==> config.mk <==
export PLATFORM = sky130hd
export DESIGN_NAME = key_filter
export DESIGN_NICKNAME = d
export VERILOG_FILES = /design/src/rtl/keyfilt_pkg.sv /design/src/rtl/keyfilt_sync.sv /design/src/rtl/keyfilt_timer.sv /design/src/rtl/keyfilt_ctrl.sv /design/src/rtl/key_filter.sv
export SDC_FILE = /design/constraint.sdc
export NUM_CORES = 1
export LEC_CHECK = 0
export BUFFER_PORTS_ARGS = -buffer_cell sky130_fd_sc_hd__buf_2
export CAP_MARGIN = 5
export CORE_UTILIZATION = 45
export DETAILED_ROUTE_END_ITERATION = 16
export GPL_TIMING_DRIVEN = 1
export HOLD_SLACK_MARGIN = 0.08
export PLACE_DENSITY = 0.66
export SYNTH_ARGS = -nofsm -noshare
export SYNTH_HDL_FRONTEND = slang
export SYNTH_SLANG_ARGS = --single-unit
==> constraint.sdc <==
create_clock -name clk -period 5.89 [get_ports clk]
set_clock_uncertainty 0.2 [all_clocks]
set_input_delay 0.2945 -clock clk [delete_from_list [all_inputs] [get_ports clk]]
set_output_delay 0.2945 -clock clk [all_outputs]
set_load 0.02 [all_outputs]
==> src/rtl/keyfilt_pkg.sv <==
package keyfilt_pkg;
  // bit 1 of the encoding is the clean level (HIGH and FALL both read 1)
  typedef enum logic [1:0] {
    ST_LOW  = 2'b00,
    ST_RISE = 2'b01,
    ST_HIGH = 2'b11,
    ST_FALL = 2'b10
  } kf_state_e;

  typedef struct packed {
    logic clr;
    logic inc;
  } kf_strobe_t;
endpackage

==> src/rtl/keyfilt_sync.sv <==
module keyfilt_sync #(
  parameter int STAGES = 2
) (
  input  logic clk,
  input  logic rst,
  input  logic dIn,
  output logic dOut
);
  logic [STAGES-1:0] pipe;

  always_ff @(posedge clk) begin
    if (rst) pipe <= '0;
    else     pipe <= {pipe[STAGES-2:0], dIn};
  end

  assign dOut = pipe[STAGES-1];
endmodule

==> src/rtl/keyfilt_timer.sv <==
module keyfilt_timer
  import keyfilt_pkg::*;
#(
  parameter int WINDOW = 800000
) (
  input  logic            clk,
  input  logic            rst,
  input  kf_strobe_t      strobe,
  output logic            cntDone,
  output logic [((WINDOW > 1) ? $clog2(WINDOW) : 1)-1:0] cntVal
);
  localparam int CW = (WINDOW > 1) ? $clog2(WINDOW) : 1;
  localparam logic [CW-1:0] LAST = CW'(WINDOW - 1);

  logic [CW-1:0] cnt;

  always_ff @(posedge clk) begin
    if (rst || strobe.clr) cnt <= '0;
    else if (strobe.inc)   cnt <= cnt + 1'b1;
  end

  assign cntDone = (cnt == LAST);
  assign cntVal  = cnt;

  // control must leave the candidate state instead of counting past the end
  p_no_overflow_r8: assert property (@(posedge clk) disable iff (rst)
    (cnt == LAST) |-> !strobe.inc);
  p_bound_r8: assert property (@(posedge clk) disable iff (rst)
    cnt <= LAST);
endmodule

==> src/rtl/keyfilt_ctrl.sv <==
module keyfilt_ctrl
  import keyfilt_pkg::*;
(
  input  logic       clk,
  input  logic       rst,
  input  logic       syncLvl,
  input  logic       cntDone,
  output kf_strobe_t strobe,
  output kf_state_e  state,
  output logic       cleanLvl,
  output logic       press,
  output logic       release_
);
  kf_state_e nextState;

  always_comb begin
    nextState  = state;
    strobe.clr = 1'b1;
    strobe.inc = 1'b0;
    unique case (state)
      ST_LOW:  if (syncLvl) nextState = ST_RISE;
      ST_HIGH: if (!syncLvl) nextState = ST_FALL;
      ST_RISE: begin
        if (!syncLvl)     nextState = ST_LOW;
        else if (cntDone) nextState = ST_HIGH;
        else begin strobe.clr = 1'b0; strobe.inc = 1'b1; end
      end
      ST_FALL: begin
        if (syncLvl)      nextState = ST_HIGH;
        else if (cntDone) nextState = ST_LOW;
        else begin strobe.clr = 1'b0; strobe.inc = 1'b1; end
      end
      default: nextState = ST_LOW;
    endcase
  end

  always_ff @(posedge clk) begin
    if (rst) begin
      state    <= ST_LOW;
      press    <= 1'b0;
      release_ <= 1'b0;
    end else begin
      state    <= nextState;
      press    <= (state == ST_RISE) && (nextState == ST_HIGH);
      release_ <= (state == ST_FALL) && (nextState == ST_LOW);
    end
  end

  assign cleanLvl = state[1];

  // a glitch in the rising window falls back to settled-low
  p_glitch_back_r5: assert property (@(posedge clk) disable iff (rst)
    (state == ST_RISE && !syncLvl) |=> (state == ST_LOW));
  p_glitch_back_fall_r5: assert property (@(posedge clk) disable iff (rst)
    (state == ST_FALL && syncLvl) |=> (state == ST_HIGH));
endmodule

==> src/rtl/key_filter.sv <==
module key_filter
  import keyfilt_pkg::*;
#(
  parameter int WINDOW_CYCLES = 800000
) (
  input  logic clk,
  input  logic rst,
  input  logic rawKey,
  output logic cleanOut,
  output logic pressPulse,
  output logic releasePulse
);
  localparam int CW = (WINDOW_CYCLES > 1) ? $clog2(WINDOW_CYCLES) : 1;

  logic          syncLvl;
  logic          cntDone;
  logic [CW-1:0] cntVal;
  kf_strobe_t    strobe;
  kf_state_e     state;

  keyfilt_sync #(.STAGES(2)) sync_i (
    .clk(clk), .rst(rst), .dIn(rawKey), .dOut(syncLvl)
  );

  keyfilt_timer #(.WINDOW(WINDOW_CYCLES)) timer_i (
    .clk(clk), .rst(rst), .strobe(strobe), .cntDone(cntDone), .cntVal(cntVal)
  );

  keyfilt_ctrl ctrl_i (
    .clk(clk), .rst(rst), .syncLvl(syncLvl), .cntDone(cntDone),
    .strobe(strobe), .state(state), .cleanLvl(cleanOut),
    .press(pressPulse), .release_(releasePulse)
  );

  // counter rests at zero in both settled states
  p_settled_zero_r8: assert property (@(posedge clk) disable iff (rst)
    (state == ST_LOW || state == ST_HIGH) |-> (cntVal == '0));
  // output only moves in the direction of the last sample
  p_rise_on_one_r3: assert property (@(posedge clk) disable iff (rst)
    $rose(cleanOut) |-> $past(syncLvl));
  p_fall_on_zero_r4: assert property (@(posedge clk) disable iff (rst)
    $fell(cleanOut) |-> !$past(syncLvl));
  // strobes mark the edge and last one cycle
  p_press_edge_r6: assert property (@(posedge clk) disable iff (rst)
    pressPulse |-> (cleanOut && !$past(cleanOut)));
  p_release_edge_r7: assert property (@(posedge clk) disable iff (rst)
    releasePulse |-> (!cleanOut && $past(cleanOut)));
  p_press_single_r6: assert property (@(posedge clk) disable iff (rst)
    pressPulse |=> !pressPulse);
  p_release_single_r7: assert property (@(posedge clk) disable iff (rst)
    releasePulse |=> !releasePulse);
endmodule

==> results_dict.tcl <==
set metrics [dict create \
    status "finished clean" \
    cts-root-buf "clkbuf_4" \
    end_kind "flop" \
    diodes 0 \
    fin_crit_ns 2.60 \
    grt_overflow 0 \
    n_fill_cell 271 \
    synth_area_sq_mm 0.00137 \
    slew_headroom_pct 50.4 \
    r2r_cells 5 \
    syn_inst 160 \
    worstPathArrival_ns 2.63 \
    cts_setup_buffers 0 \
    synth.distinct_cells 37 \
    rsz0062_at_grt "false" \
    tightest_slew_ns 0.740 \
    synth-main-ff-cell "dfxtp_1" \
    critPathLaunch "timer_i.cntVal[16]" \
    syn2layout_area_growth_pct 8.25 \
    yosys.area.top_type "dfxtp_1" \
    drt_iter0_markers 36 \
    drv_slew 0 \
    yosys-top-cells-count "dfxtp_1 (26), nor2_1 (19), o21ai_0 (11), a21oi_1 (9), nand2_1 (9)" \
    vias 1142 \
    p_per_area_mw_per_mm2 186 \
    drt-met1-wl_microns 1360 \
    syn_nets 168 \
    via_per_inst 5.77 \
    antenna_found_initial 0 \
    die-width_microns 57.1 \
    setup_tns_ns 0 \
    clock-sinks 26 \
    finalCritPeriodShare_pct 44.1 \
    dr.pass1.iters 4 \
    rrSetupSlack_ns 3.29 \
    numCtsBuffers 3 \
    setup_viol 0 \
    met2WireLength_microns 1150 \
    cap_violations 0 \
    ys_seq_area_share_pct 38.1 \
    dp_hpwl_microns 1830 \
    crit_end "ctrl_i.press" \
    hold_ws_ns 0.251 \
    clk_pin_slew_worst_paths_ns 0.15 \
    fin_area_sq_mm 0.00148 \
    routed_wl_microns 2610 \
    synth-seq-cells 26 \
    rows 19 \
    antenna_left 0 \
    yosys.area.top_type_share_pct 38.1 \
    placed_area_sq_mm 0.00141 \
    cts_tree "done" \
    critical_path_class "flop to flop" \
    ctsLongestPathBuffers 2 \
    grt_first_pass_wirelength_microns 4650 \
    synth_most_common_cell "dfxtp_1" \
    drive_gt1_share_pct 9.58 \
    yosys-top-cells-area "dfxtp_1 (38%), nor2_1 (5.2%), xor2_1 (5.1%), ha_1 (4.6%), o21ai_0 (4.0%)" \
    io_pins 6 \
    grt_pass1_vias 1029 \
    max_freq_mhz 385 \
    crit_required_ns 5.93 \
    finalWeightedCongestion 0.867 \
    portBuffers 5 \
    grtUsageTotal_pct 17.8 \
    synth_edf_count 0 \
    yosysWarnings 0 \
    syn_area_per_cell_sq_um 8.53 \
    crit_fanout 15 \
    hp-start "sync_i.pipe[0]" \
    dieArea_sq_mm 0.00326 \
    async_flop_share_pct 0 \
    r2r_start "timer_i.cntVal[16]" \
    route.met3.wl_microns 65 \
    core_area_sq_mm 0.00281 \
    hold_viol 0 \
    htreeDepth 1 \
    wire_per_inst_microns 13.2 \
    grt_start_max_net_pins 21 \
    initial_core_util_pct 48.7 \
    cp-start-kind "flop" \
    die_h_microns 57.1 \
    hold_path.class "flop to flop" \
    drc_errors 0 \
    highest_layer "met4" \
    ir_drop_mv 0.0714 \
    design_power_total_mw 0.275 \
    worstSkewPairLatency_ns 0.32 \
    cts.repair.resized 0 \
    power.leakage_nw 0.471 \
    r2r-end "ctrl_i.press" \
    nNetsFinal 176 \
]
## where the power goes
group | leakage, nW | internal, mW | total, mW | switching (mW)
Clock | 0.0210 | 0.0378 | 0.0920 | 0.0542
Sequential | 0.210 | 0.177 | 0.178 | 0.000927
Combinational | 0.240 | 0.00334 | 0.00551 | 0.00218
## through the flow
step	setup slack, ns	std cells	utilization, %
floorplan	3.60	160	-
global placement	3.37	191	50.3
detailed placement	3.33	191	50.3
CTS	3.28	198	52.7
global route	3.01	198	52.7
finish	3.29	198	52.7
## worst min-delay path by stage
stage          depth (start not counted)  slack [ns]             end
5_1_grt                                1        0.28  sync_i.pipe[1]
2_1_floorplan                          1        0.17  sync_i.pipe[0]
4_1_cts                                1        0.26  sync_i.pipe[1]
3_5_place_dp                           1        0.23  sync_i.pipe[1]
6_report                               1        0.25  sync_i.pipe[1]
3_3_place_gp                           1        0.23  sync_i.pipe[1]
## state kept, by name, indices dropped and copies added (netlist names)
name             cells
ctrl_i.state         2
ctrl_i.release_      1
ctrl_i.press         1
sync_i.pipe          2
timer_i.cntVal      20
## worst max-delay path, cell delays in order, from the launching register on
cell	delay [ns]
dfxtp_1	0.37
nor4b_2	0.28
nand4_1	0.49
or2_0	0.54
o311a_4	0.42
a2111oi_2	0.21
## placed cells by master (no fill, tap or decap), types with 5 or more instances in the layout
master / count
or3_1: 6
nand4_1: 7
nor2b_1: 7
a21oi_1: 9
dfxtp_1: 26
nand2_1: 9
nand3_1: 8
inv_1: 6
nor2_1: 19
buf_2: 5
ha_1: 5
xor2_1: 8
o21ai_0: 10
## cell families after synthesis
family	Yosys count	share of synthesized area (%)
DFF	26	38.1
AOI/OAI and AO/OA	33	16.3
adders and majority gates	5	4.58
xor gates and xnor gates	10	6.42
muxes	2	1.47
buffers and inverters	12	3.48
and+or+nand+nor	72	29.6
## routing by layer
metal | vias to the layer above | GRT usage (%)
met5 | - | 0
met4 | 0 | 6.27
met3 | 4 | 2.72
met2 | 18 | 27.6
met1 | 531 | 25.2
li1 | 589 | -
## cell type report
| type | instances | area, sq um | area share [%] |
|---|---|---|---|
| clock buffer | 4 | 36.3 | 2.46 |
| inverter | 6 | 22.5 | 1.52 |
| multi-input combinational | 122 | 797 | 53.9 |
| sequential | 26 | 520 | 35.2 |
| tap | 31 | 38.8 | 2.62 |
| timing repair buffer | 9 | 62.6 | 4.23 |
## repair_timing
action	CTS	global route
hold buffers	3	0
setup endpoints to repair	0	0
hold endpoints to repair	3	0
Power figures use the tool's default switching activity.
